===== src/rtl/dma_chan_pkg.sv =====
package dma_chan_pkg;
  typedef enum logic [1:0] {
    ST_IDLE = 2'd0,
    ST_WAIT = 2'd1,
    ST_REQ  = 2'd2,
    ST_XFER = 2'd3
  } dma_st_e;

  localparam logic [1:0] SEL_ADDR = 2'd0;
  localparam logic [1:0] SEL_CNT  = 2'd1;
  localparam logic [1:0] SEL_CTRL = 2'd2;

  localparam int CTL_EN   = 0;
  localparam int CTL_DIR  = 1;
  localparam int CTL_DONE = 2;
endpackage


===== src/rtl/dma_regs.sv =====
module dma_regs
  import dma_chan_pkg::*;
#(
  parameter int AW = 16,
  parameter int CW = 16,
  parameter int DW = 16
) (
  input  logic          clk,
  input  logic          rst,
  input  logic          cs,
  input  logic [1:0]    rs,
  input  logic          rd,
  input  logic          wr,
  input  logic [DW-1:0] din,
  input  logic          grant,
  input  logic          step,
  input  logic          armed,
  output logic [DW-1:0] dout,
  output logic [AW-1:0] addr_q,
  output logic [CW-1:0] cnt_q,
  output logic          dir_q,
  output logic          done_q,
  output logic          cnt_last,
  output logic          arm,
  output logic          disarm
);
  localparam logic [CW-1:0] CNT_ONE = CW'(1);

  logic          acc_ok;
  logic          wr_en;
  logic          rd_en;
  logic          ctl_wr;
  logic [DW-1:0] rd_mux;

  assign acc_ok   = cs && !grant;
  assign wr_en    = acc_ok && wr;
  assign rd_en    = acc_ok && rd;
  assign ctl_wr   = wr_en && (rs == SEL_CTRL);
  assign cnt_last = (cnt_q == CNT_ONE);
  assign arm      = ctl_wr && din[CTL_EN] && (cnt_q != '0);
  assign disarm   = ctl_wr && !din[CTL_EN];

  always_comb begin
    rd_mux = '0;
    case (rs)
      SEL_ADDR: rd_mux = DW'(addr_q);
      SEL_CNT:  rd_mux = DW'(cnt_q);
      SEL_CTRL: begin
        rd_mux[CTL_EN]   = armed;
        rd_mux[CTL_DIR]  = dir_q;
        rd_mux[CTL_DONE] = done_q;
      end
      default:  rd_mux = '0;
    endcase
  end

  always_ff @(posedge clk) begin
    if (rst) begin
      addr_q <= '0;
      cnt_q  <= '0;
      dir_q  <= 1'b0;
      done_q <= 1'b0;
      dout   <= '0;
    end else begin
      if (wr_en && rs == SEL_ADDR)     addr_q <= din[AW-1:0];
      else if (step)                   addr_q <= addr_q + 1'b1;

      if (wr_en && rs == SEL_CNT)      cnt_q <= din[CW-1:0];
      else if (step)                   cnt_q <= cnt_q - 1'b1;

      if (ctl_wr)                      dir_q <= din[CTL_DIR];

      if (arm)                         done_q <= 1'b0;
      else if (step && cnt_last)       done_q <= 1'b1;

      if (rd_en)                       dout <= rd_mux;
    end
  end
endmodule


===== src/rtl/dma_fsm.sv =====
module dma_fsm
  import dma_chan_pkg::*;
(
  input  logic    clk,
  input  logic    rst,
  input  logic    arm,
  input  logic    disarm,
  input  logic    per_req,
  input  logic    grant,
  input  logic    cnt_last,
  output dma_st_e state,
  output logic    armed,
  output logic    bus_req,
  output logic    xfer
);
  dma_st_e state_n;

  always_comb begin
    state_n = state;
    case (state)
      ST_IDLE: if (arm) state_n = ST_WAIT;
      ST_WAIT: begin
        if (disarm)                 state_n = ST_IDLE;
        else if (per_req && !grant) state_n = ST_REQ;
      end
      ST_REQ: begin
        if (grant)       state_n = ST_XFER;
        else if (disarm) state_n = ST_IDLE;
      end
      ST_XFER: begin
        if (cnt_last)              state_n = ST_IDLE;
        else if (per_req && grant) state_n = ST_XFER;
        else                       state_n = ST_WAIT;
      end
      default: state_n = ST_IDLE;
    endcase
  end

  always_ff @(posedge clk) begin
    if (rst) state <= ST_IDLE;
    else     state <= state_n;
  end

  assign armed   = (state != ST_IDLE);
  assign bus_req = (state == ST_REQ) || (state == ST_XFER);
  assign xfer    = (state == ST_XFER);
endmodule


===== src/rtl/dma_mem_port.sv =====
module dma_mem_port #(
  parameter int AW = 16
) (
  input  logic          xfer,
  input  logic          grant,
  input  logic          dir,
  input  logic [AW-1:0] addr,
  output logic          step,
  output logic          oe,
  output logic [AW-1:0] mem_addr,
  output logic          mem_rd,
  output logic          mem_wr
);
  assign oe       = xfer && grant;
  assign step     = oe;
  assign mem_addr = oe ? addr : '0;
  assign mem_rd   = oe && !dir;
  assign mem_wr   = oe && dir;
endmodule


===== src/rtl/dma_chan.sv =====
module dma_chan
  import dma_chan_pkg::*;
#(
  parameter int AW = 16,
  parameter int CW = 16,
  parameter int DW = 16
) (
  input  logic          clk,
  input  logic          rst,
  input  logic          cs,
  input  logic [1:0]    rs,
  input  logic          rd,
  input  logic          wr,
  input  logic [DW-1:0] din,
  output logic [DW-1:0] dout,
  output logic          bus_req,
  input  logic          bus_grant,
  input  logic          per_req,
  output logic          per_ack,
  output logic [AW-1:0] mem_addr,
  output logic          mem_rd,
  output logic          mem_wr,
  output logic          mem_oe
);
  logic [AW-1:0] addr_q;
  logic [CW-1:0] cnt_q;
  logic          dir_q;
  logic          done_q;
  logic          cnt_last;
  logic          arm;
  logic          disarm;
  logic          armed;
  logic          xfer;
  logic          step;
  dma_st_e       state;

  dma_regs #(.AW(AW), .CW(CW), .DW(DW)) u_regs (
    .clk(clk), .rst(rst), .cs(cs), .rs(rs), .rd(rd), .wr(wr), .din(din),
    .grant(bus_grant), .step(step), .armed(armed), .dout(dout),
    .addr_q(addr_q), .cnt_q(cnt_q), .dir_q(dir_q), .done_q(done_q),
    .cnt_last(cnt_last), .arm(arm), .disarm(disarm)
  );

  dma_fsm u_fsm (
    .clk(clk), .rst(rst), .arm(arm), .disarm(disarm), .per_req(per_req),
    .grant(bus_grant), .cnt_last(cnt_last), .state(state), .armed(armed),
    .bus_req(bus_req), .xfer(xfer)
  );

  dma_mem_port #(.AW(AW)) u_mem (
    .xfer(xfer), .grant(bus_grant), .dir(dir_q), .addr(addr_q),
    .step(step), .oe(mem_oe), .mem_addr(mem_addr),
    .mem_rd(mem_rd), .mem_wr(mem_wr)
  );

  assign per_ack = mem_oe;
endmodule


===== config.mk =====
export PLATFORM = sky130hd
export DESIGN_NAME = dma_chan
export DESIGN_NICKNAME = d
export VERILOG_FILES = /design/src/rtl/dma_chan_pkg.sv /design/src/rtl/dma_regs.sv /design/src/rtl/dma_fsm.sv /design/src/rtl/dma_mem_port.sv /design/src/rtl/dma_chan.sv
export SDC_FILE = /design/constraint.sdc
export NUM_CORES = 1
export LEC_CHECK = 0
export BUFFER_PORTS_ARGS = -buffer_cell sky130_fd_sc_hd__buf_2
export CAP_MARGIN = 10
export CORE_UTILIZATION = 55
export DETAILED_ROUTE_END_ITERATION = 12
export GPL_ROUTABILITY_DRIVEN = 0
export PLACE_DENSITY = 0.78
export SLEW_MARGIN = 10
export SYNTH_ARGS = -nofsm -noshare
export SYNTH_HDL_FRONTEND = slang
export SYNTH_HIERARCHICAL = 1
export SYNTH_SLANG_ARGS = --single-unit

===== constraint.sdc =====
create_clock -name clk -period 6.9 [get_ports clk]
set_input_delay 0.69 -clock clk [delete_from_list [all_inputs] [get_ports clk]]
set_output_delay 0.69 -clock clk [all_outputs]
set_load 0.05 [all_outputs]

==> key figures, run 1 <==
Synth
  • Combinational family with the most area after synthesis: simple AND/OR/NAND/NOR gates
  • Number of synthesized flops with an enable pin: 0
  • Post-synthesis simple-gate area fraction: 0.291
  • Post-Synth Adder-Cell Area: 0.0129
  • Yosys reg bits: 52
  • Leading area contributor after synthesis: dfxtp_1
  • Netlist cell types: 45
  • Yosys warnings: 6
  • Net count after synthesis: 377
  • Syn Area/Cell: 8.31 um2
  • Xor-xnor portion of the synthesized cell area: 0.0664
  • Synth area leaders: dfxtp_1 (36%), mux2i_1 (7.2%), nor2_1 (6.5%)
  • Ys flop type: dfxtp_1
  • Mux contribution to synthesized area: 0.0725
  • Post-Syn Instances: 349
  • FFs w/ async S/R, synth: 0
  • Seq/Total Area, Yosys: 0.359
  • Synth top area share: 0.359
  • Mapped cell area: 2900 um2
  • Compound-cell area share of the yosys netlist: 0.151

Global routing
  • Gr usage total: 0.282
  • Initial antenna violation count: 0
  • Largest net degree at the start of global routing: 53
  • Congestion Overflow GR: 0
  • First-pass GRT wire length: 11.8 mm
  • Vias in the first global route: 2428

Setup path
  • Setup CP Type: flop to flop
  • Crit path arrival time: 3.11 ns
  • Max incr delay on CP: 0.60 ns
  • Crit-path slowest cell: or4b_1
  • Critical Path Fanout Max: 19
  • Crit path to: u_regs/cnt_q[15]
  • Reg-to-reg setup timing slack: 4.02 ns
  • R2R Path Start: u_fsm/state[1]
  • Startpoint Class: flop
  • Instance count on the critical path: 6
  • Buf/Inv on CP: 0
  • Most frequent CP cell: and2_2
  • Critical Path RT: 7.13 ns
  • Worst r2r dst: u_regs/cnt_q[15]
  • CP delay by family, top: simple AND/OR/NAND/NOR gates
  • Crit path launch: u_fsm/state[1]
  • CP cell instances: and2_2 -> and2_2 -> or4b_1 -> or3_4 -> or3_1 -> a311oi_1
  • R2R depth: 6
  • Critical path endpoint category: flop

Route
  • Vias: 2775
  • Initial DRC Count: 238
  • Initial DRT Pass Iterations: 5
  • Routed wire per std cell: 16.4 um
  • Vias per cell: 6.03
  • Final ANT Viol Nets: 0
  • Remaining DRCs: 0
  • Routed WL: 7.55 mm

Worst hold path
  • Worst hold path type: flop to flop
  • Hold path start: u_regs/dout[8]

Clock network
  • Clock Pin Slew Worst Setup and Hold Paths: 0.10 ns
  • Bufs on Longest Clock Path: 2
  • # H-tree levels: 2
  • Worst-Skew Late Latency: 0.31 ns
  • Post-CTS Hold Buffers: 0
  • Setup repair bufs after CTS: 0
  • Clock tree sinks: 52
  • CTS resizes: 0
  • TritonCTS clock tree: done
  • Root Driver: clkbuf_8
  • TritonCTS Buffers: 5

Place
  • Total placed instance area: 3170 um2
  • Port-buffer cells: 61
  • Placed wire-length estimate: 5.25 mm

Floorplan
  • Die Footprint: 5570 um2
  • Num rows: 26
  • Initial Utilization: 0.568
  • Die Wd: 74.6 um
  • Area of the core: 5110 um2
  • I/O pin count: 62
  • Die Y: 74.6 um

Layout
  • N_diodes: 0
  • Commonest non-fill, non-tap cell in the layout: buf_2
  • Area grow syn2layout: 12.3%
  • Commonest cells after routing, fill and taps aside: buf_2 (61), dfxtp_1 (52), nor2_1 (50)
  • Area occupied by multi-input gates: 1720 um2
  • Filler Cell Count: 466
  • Final net count: 417
  • Layout cell share with drive strength beyond 1: 0.221
  • FF+latch area: 1040 um2
  • Finished Cell Area: 3260 um2

STA
  • Worst-margin pin slew: 1.24 ns
  • Final Cycle Share: 0.417
  • Slew HR: 0.174
  • Setup tns final: 0 ns
  • F_max: 347 MHz
  • Min cycle time layout: 2.88 ns
  • Slew Viols, Final: 0
  • Fin. Hold Viols: 0
  • Final setup fails: 0
  • Layout Skew: 0.0132 ns
  • RSZ-0062 raised after global routing: false

Power and ir drop
  • Power Density: 162 nW/um2
  • Pleak: 0.00138 uW
  • Peak VDD IR: 0.100 mV

Status
  • Status: complete, no violations

Flow run
  • Maxcap violations: 0
[routing by layer]
layer / wire, um / vias up / track usage
li1: - / 1346 / -
met1: 3250 / 1315 / 0.357
met2: 3750 / 102 / 0.479
met3: 424 / 12 / 0.0482
met4: 119 / 0 / 0.111
met5: 0 / - / 0
[sequential cells by signal, summed over array words and instances, names as in the netlist]
signal         cells
u_regs/dir_q       1
u_regs/dout       16
u_regs/done_q      1
u_fsm/state        2
u_regs/cnt_q      16
u_regs/addr_q     16
[through the flow]
stage          power, uW  hold slack (ns)   util  setup WS, ns  std cells
3_5_place_dp         364            0.474  0.621          3.87        452
6_report             529            0.487  0.638          4.02        460
4_1_cts              535            0.488  0.638          4.05        460
2_1_floorplan        347            0.453      -          4.11        349
3_3_place_gp         363            0.468  0.621          3.94        452
5_1_grt              550            0.516  0.638          3.84        460
[worst reg2reg max path: stages (launching register included)]
cell	delay, ns
dfxtp_1	0.49
and2_2	0.40
and2_2	0.36
or4b_1	0.60
or3_4	0.40
or3_1	0.31
a311oi_1	0.24
[kinds of logic (layout without fill, tap and decap cells)]
group / Yosys count / after routing
buf+inv: 31 / 72
fa+ha+maj: 3 / 3
simple gates: 156 / 156
compound gates: 64 / 64
mux: 21 / 21
xor+xnor: 22 / 22
flops: 52 / 52
[layout make-up]
| class | count | area share |
|---|---|---|
| Multi-Input combinational cell | 266 | 0.528 |
| Sequential cell | 52 | 0.320 |
| Timing Repair Buffer | 62 | 0.0960 |
| Tap cell | 70 | 0.0269 |
| Clock buffer | 5 | 0.0211 |
| Clock inverter | 3 | 0.00576 |
| Inverter | 2 | 0.00231 |
[how the worst min path moves through the flow]
stage | slack, ns | cells past startpoint | to
finish | 0.49 | 2 | u_regs/dout[8]
global route | 0.52 | 2 | u_regs/dir_q
CTS | 0.49 | 2 | u_regs/dir_q
detailed placement | 0.47 | 2 | u_regs/dir_q
global placement | 0.47 | 2 | u_regs/dout[15]
floorplan | 0.45 | 2 | u_regs/dir_q
[synthesized netlist by cell type (all sizes together) (4+ instances only)]
library cell / count
dfxtp: 52
nor2: 50
a211oi: 24
mux2i: 21
nor3: 21
and3: 20
clkbuf: 20
a21oi: 16
nand2: 14
xor2: 13
or3: 10
buf: 9
xnor2: 9
a311oi: 7
nand4: 6
o21ai: 6
nand3: 5
nor4: 5
nand2b: 4
nor2b: 4
[report_power, final]
| part | internal (uW) | switching, uW |
|---|---|---|
| sequential | 304 | 7.41 |
| combinational | 17.4 | 28.7 |
| clock | 70.9 | 100 |
Note: power is estimated with default switching activity, not from simulation.
==> inputs of run 2 (changes only) <==
--- a/config.mk
+++ b/config.mk
@@ -7,10 +7,10 @@
 export LEC_CHECK = 0
 export BUFFER_PORTS_ARGS = -buffer_cell sky130_fd_sc_hd__buf_2
 export CAP_MARGIN = 10
-export CORE_UTILIZATION = 55
+export CORE_UTILIZATION = 49
 export DETAILED_ROUTE_END_ITERATION = 12
 export GPL_ROUTABILITY_DRIVEN = 0
-export PLACE_DENSITY = 0.78
+export PLACE_DENSITY = 0.74
 export SLEW_MARGIN = 10
 export SYNTH_ARGS = -nofsm -noshare
 export SYNTH_HDL_FRONTEND = slang
==> constraint.sdc (replaced) <==
create_clock -name clk -period 2.4 [get_ports clk]
set_input_delay 0.24 -clock clk [delete_from_list [all_inputs] [get_ports clk]]
set_output_delay 0.24 -clock clk [all_outputs]
set_load 0.05 [all_outputs]
==> run 2 against run 1 <==
  * Sequential cell count is the same
  * Clock-buffer cell count increased by 2
  * Via count grew 0.18%
==> key figures, run 2 (synthesis results as in run 1) <==
Clock network
  • TritonCTS Buffers: 5 (unchanged)
  • Worst-Skew Late Latency: 0.31 ns (about the same)
  • Post-CTS Hold Buffers: 0 (unchanged)
  • Setup repair bufs after CTS: 0 (unchanged)
  • TritonCTS clock tree: done
  • Clock tree sinks: 52 (unchanged)
  • Bufs on Longest Clock Path: 2 (unchanged)
  • CTS resizes: 0 (unchanged)
  • # H-tree levels: 2 (unchanged)
  • Clock Pin Slew Worst Setup and Hold Paths: 0.10 ns (about the same)
  • Root Driver: clkbuf_8

Global routing
  • Congestion Overflow GR: 0 (unchanged)
  • First-pass GRT wire length: 12.4 mm (+5.6%)
  • Vias in the first global route: 2540 (+4.6%)
  • Initial antenna violation count: 0 (unchanged)
  • Largest net degree at the start of global routing: 33 (-38%)
  • Gr usage total: 0.260 (-0.0219)

Route
  • Remaining DRCs: 0 (unchanged)
  • Vias: 2780 (+0.18%)
  • Routed WL: 7.80 mm (+3.4%)
  • Vias per cell: 5.86 (-2.8%)
  • Routed wire per std cell: 16.5 um (+0.38%)
  • Initial DRC Count: 186 (-22%)
  • Final ANT Viol Nets: 0 (unchanged)
  • Initial DRT Pass Iterations: 5 (unchanged)

STA
  • Slew Viols, Final: 0 (unchanged)
  • Final setup fails: 0 (unchanged)
  • Worst-margin pin slew: 0.746 ns (-0.493 ns)
  • Hold_ws: 0.212 ns (-0.275 ns)
  • Slew HR: 0.498 (+0.324)
  • RSZ-0062 raised after global routing: false
  • Final Cycle Share: 0.913 (+0.495)
  • Min cycle time layout: 2.19 ns (-0.690 ns)
  • F_max: 457 MHz (+31%)
  • Layout Skew: 0.0122 ns (-0.000951 ns)
  • Fin. Hold Viols: 0 (unchanged)

Setup path
  • Critical Path Fanout Max: 10 (-9)
  • Crit path arrival time: 2.42 ns (-0.69 ns)
  • Setup CP Type: flop to flop
  • Critical Path RT: 2.63 ns (-4.50 ns)
  • R2R depth: 6 (unchanged)
  • Startpoint Class: flop
  • Critical path endpoint category: flop

Layout
  • Commonest cells after routing, fill and taps aside: buf_2 (61), nor2_1 (50), dfxtp_1 (50)
  • Final net count: 429 (+2.9%)
  • FF+latch area: 1050 um2 (+0.48%)
  • Top flop regs: u_regs/addr_q (16), u_regs/cnt_q (16), u_regs/dout (16)
  • Final core occ: 0.600 (-0.0379)
  • Filler Cell Count: 544 (+17%)
  • N_diodes: 0 (unchanged)
  • Area occupied by multi-input gates: 1720 um2 (+0.15%)
  • Area grow syn2layout: 16.0%
  • Commonest non-fill, non-tap cell in the layout: buf_2
  • Layout cell share with drive strength beyond 1: 0.246 (+0.0258)

Floorplan
  • Initial Utilization: 0.517 (-0.0507)
  • Die Footprint: 6230 um2 (+12%)
  • Area of the core: 5610 um2 (+9.8%)
  • Die Wd: 78.9 um (+5.8%)
  • I/O pin count: 62 (unchanged)
  • Num rows: 27 (+3.8%)
  • Die Y: 78.9 um (+5.8%)

Place
  • Placed wire-length estimate: 5.64 mm (+7.4%)
  • Port-buffer cells: 61 (unchanged)

Power and ir drop
  • Power Density: 466 nW/um2 (+190%)
  • Pleak: 0.00143 uW (+4.1%)
  • Peak VDD IR: 0.274 mV (+170%)

Flow run
  • Maxcap violations: 0 (unchanged)

Worst hold path
  • Worst hold path type: input pin to flop
  • Hold path cells: 3 (+1)

Status
  • Status: complete, no violations
==> run 2: cell count changes in the layout (fill, tap and decap cells not counted) <==
cell and delta:
and2_2 -2, and2_4 +2, buf_4 +12, clkbuf_1 +1, clkbuf_8 +1, clkinv_2 -2, clkinv_4 -1, clkinvlp_4 +1
dfxtp_1 -2, dfxtp_2 +1, dfxtp_4 +1
==> run 2: layer usage <==
layer | wire length, um | track usage
met1 | 3510 | 0.328
met2 | 3690 | 0.444
met3 | 431 | 0.0391
met4 | 177 | 0.104
met5 | 0 | 0
==> run 2: worst max-delay path, cell delays in order, from the launching register on <==
cell and delay (ns):
dfxtp_4 0.41, and2_4 0.15, and2_4 0.13, or4b_1 0.47
or3_4 0.37, or3_1 0.33, a311oi_1 0.25
==> run 2: path summary, 6_finish.rpt <==
check	from	to	slack, ns
max	u_fsm/state[1]	u_regs/cnt_q[13]	0.21
min	din[1]	u_regs/cnt_q[1]	0.21
max reg2reg	u_fsm/state[1]	u_regs/cnt_q[13]	0.21
min reg2reg	u_regs/dout[14]	u_regs/dout[14]	0.50
==> run 2: stage by stage <==
step	setup WS, ns	cell area, um2	setup TNS [ns]	power, uW	std cells
after global routing	0.0931	3360	0	1630	474
final	0.210	3360	0	1570	474
after global placement	0.317	3270	0	1050	466
after detailed placement	0.251	3270	0	1050	466
after floorplan	-0.122	2910	-0.244	995	349
after CTS	0.234	3360	0	1580	474
==> run 2: report_power, final <==
group	switching (uW)	internal, uW	leakage (uW)	total [uW]
Sequential	19.5	874	0.000421	894
Combinational	87.0	56.2	0.000969	143
Clock	295	235	0.0000445	530
==> run 2: final cells by class <==
| type | instances | share of cell area |
|---|---|---|
| Tap cell | 72 | 0.0268 |
| Clock buffer | 7 | 0.0257 |
| Clock inverter | 1 | 0.00223 |
| Inverter | 2 | 0.00223 |
| Timing Repair Buffer | 74 | 0.120 |
| Multi-Input combinational cell | 266 | 0.512 |
| Sequential cell | 52 | 0.311 |
==> inputs of run 3 (changes only) <==
--- a/config.mk
+++ b/config.mk
@@ -7,10 +7,11 @@
 export LEC_CHECK = 0
 export BUFFER_PORTS_ARGS = -buffer_cell sky130_fd_sc_hd__buf_2
 export CAP_MARGIN = 10
-export CORE_UTILIZATION = 49
+export CORE_UTILIZATION = 51
+export CTS_BUF_LIST = sky130_fd_sc_hd__clkbuf_2 sky130_fd_sc_hd__clkbuf_4 sky130_fd_sc_hd__clkbuf_8
 export DETAILED_ROUTE_END_ITERATION = 12
 export GPL_ROUTABILITY_DRIVEN = 0
-export PLACE_DENSITY = 0.74
+export PLACE_DENSITY = 0.76
 export SLEW_MARGIN = 10
 export SYNTH_ARGS = -nofsm -noshare
 export SYNTH_HDL_FRONTEND = slang
==> run 3 against run 2 <==
  * Clock skew is 0.0025 ns lower
  * Core utilization is 1.3 points higher
  * Clock-buffer cell count is 1 lower
  * Register-to-register slack hardly changed
  * Sequential power hardly changed
  * Non-clock buffer count is 1 lower
  * Cell count is 0.21% lower
  * Via count is 0.14% lower
  * Sequential cell count stayed put
  * Setup slack better by 0.013 ns
  * Power is 5.3% higher
  * Routed wire length is 2.5% lower
  * Critical path type unchanged
  * Largest cell class unchanged
  * Largest power group unchanged
==> key figures, run 3 (synthesis results as in run 1) <==
Route
  • Max layer used: met4
  • Initial DRC Count: 166 (-11%)
  • Remaining DRCs: 0 (unchanged)
  • Routed wire per std cell: 16.1 um (-2.3%)
  • Routed WL: 7.61 mm (-2.5%)
  • Vias: 2776 (-0.14%)
  • DRT met1 WL: 3.37 mm (-4.0%)
  • Metal2 WL: 3.64 mm (-1.2%)
  • Final ANT Viol Nets: 0 (unchanged)
  • Vias per cell: 5.87 (about the same)
  • Initial DRT Pass Iterations: 4 (-1)
  • Met3 routed WL: 396 um (-8.1%)

Clock network
  • CTS resizes: 0 (unchanged)
  • Bufs on Longest Clock Path: 2 (unchanged)
  • Clock Pin Slew Worst Setup and Hold Paths: 0.10 ns (about the same)
  • Post-CTS Hold Buffers: 0 (unchanged)
  • Setup repair bufs after CTS: 0 (unchanged)
  • TritonCTS Buffers: 5 (unchanged)
  • TritonCTS clock tree: done
  • Worst-Skew Late Latency: 0.32 ns (about the same)
  • # H-tree levels: 2 (unchanged)
  • Clock tree sinks: 52 (unchanged)
  • Root Driver: clkbuf_8

Power and ir drop
  • Tot Pwr: 1650 uW (+5.3%)
  • Power Density: 489 nW/um2 (+4.9%)
  • Pleak: 0.00144 uW (+0.61%)
  • Peak VDD IR: 0.412 mV (+50%)

Global routing
  • First-pass GRT wire length: 12.5 mm (+0.34%)
  • Initial antenna violation count: 0 (unchanged)
  • Congestion Overflow GR: 0 (unchanged)
  • Largest net degree at the start of global routing: 33 (unchanged)
  • Gr usage total: 0.266 (+0.00596)
  • Vias in the first global route: 2597 (+2.2%)

Layout
  • N_diodes: 0 (unchanged)
  • Area grow syn2layout: 16.3%
  • Top flop regs: u_regs/addr_q (16), u_regs/cnt_q (16), u_regs/dout (16)
  • Commonest non-fill, non-tap cell in the layout: buf_2
  • Final net count: 428 (-0.23%)
  • Filler Cell Count: 519 (-4.6%)
  • Layout cell share with drive strength beyond 1: 0.247 (+0.000614)
  • Post-route insts no fill: 473 (-0.21%)
  • Commonest cells after routing, fill and taps aside: buf_2 (61), nor2_1 (50), dfxtp_1 (50)

Setup path
  • Critical Path RT: 2.63 ns (about the same)
  • Critical Path Fanout Max: 10 (unchanged)
  • Startpoint Class: flop
  • Critical path endpoint category: flop
  • Setup CP Type: flop to flop
  • Crit path arrival time: 2.40 ns (-0.02 ns)

STA
  • Final setup fails: 0 (unchanged)
  • F_max: 459 MHz (+0.60%)
  • Slew Viols, Final: 0 (unchanged)
  • Slew HR: 0.551 (+0.0527)
  • Worst-margin pin slew: 0.665 ns (-0.0812 ns)
  • Final Cycle Share: 0.907 (-0.00545)
  • RSZ-0062 raised after global routing: false
  • Min cycle time layout: 2.18 ns (-0.0131 ns)
  • Fin. Hold Viols: 0 (unchanged)
  • Layout Skew: 0.00976 ns (-0.00247 ns)

Place
  • Placed wire-length estimate: 5.50 mm (-2.5%)
  • Inst Count DP: 465 (-0.21%)
  • Port-buffer cells: 61 (unchanged)

Floorplan
  • Die Y: 77.4 um (-1.9%)
  • Num rows: 27 (unchanged)
  • I/O pin count: 62 (unchanged)
  • Die Wd: 77.4 um (-1.9%)
  • Initial Utilization: 0.527 (+0.00952)
  • Area of the core: 5510 um2 (-1.8%)
  • Die Footprint: 5990 um2 (-3.8%)

Flow run
  • Maxcap violations: 0 (unchanged)

Status
  • Status: complete, no violations

Worst hold path
  • Worst hold path type: input pin to flop
[run 3: cell count changes in the layout (fill, tap and decap cells not counted), sizes merged]
cell | before | now
clkinvlp | 1 | 0
clkinv | 0 | 1
buf | 74 | 73
clkbuf | 7 | 6
bufinv | 0 | 1
[run 3: where the power goes]
| group | switching, uW | leakage, uW | internal [uW] | total (uW) |
|---|---|---|---|---|
| Sequential | 20.3 | 0.000421 | 874 | 894 |
| Combinational | 84.9 | 0.000963 | 55.7 | 141 |
| Clock | 293 | 0.0000586 | 321 | 614 |
[run 3: worst max-delay path: stages, from the launching register on]
cell,delay [ns]
dfxtp_4,0.40
and2_4,0.15
and2_4,0.13
or4b_1,0.48
or3_4,0.38
or3_1,0.32
a311oi_1,0.24
[run 3: final cells by class]
cell class | count | area, um2 | share of cell area
Timing Repair Buffer | 73 | 395 | 0.117
Inverter | 2 | 7.51 | 0.00223
Sequential cell | 52 | 1050 | 0.310
Clock buffer | 6 | 76.3 | 0.0226
Multi-Input combinational cell | 266 | 1720 | 0.511
Tap cell | 72 | 90.1 | 0.0267
Clock inverter | 2 | 35.0 | 0.0104
[run 3: routing by layer]
metal  track usage  vias to the layer above
met3        0.0412                       16
met1         0.333                     1281
met5             0                        -
li1              -                     1374
met4         0.113                        0
met2         0.452                      105
[run 3: stage by stage]
step | hold slack [ns] | instance area, um2 | setup TNS (ns) | setup slack [ns] | util
2_1_floorplan | 0.302 | 2910 | -0.244 | -0.122 | -
3_3_place_gp | 0.468 | 3260 | 0 | 0.320 | 0.592
3_5_place_dp | 0.471 | 3260 | 0 | 0.256 | 0.592
4_1_cts | 0.186 | 3370 | 0 | 0.241 | 0.613
5_1_grt | 0.198 | 3370 | 0 | 0.125 | 0.613
6_report | 0.192 | 3370 | 0 | 0.223 | 0.613
[run 3: path summary, 6_finish.rpt]
| check | from | endpoint | slack [ns] | cells after the start |
|---|---|---|---|---|
| worst min-delay path | din[1] | u_regs/dir_q | 0.19 | 3 |
| worst max-delay path | u_fsm/state[1] | u_regs/cnt_q[13] | 0.22 | 6 |
| worst min register to register | u_regs/dir_q | u_regs/dir_q | 0.49 | 2 |
| worst max register to register | u_fsm/state[1] | u_regs/cnt_q[13] | 0.22 | 6 |
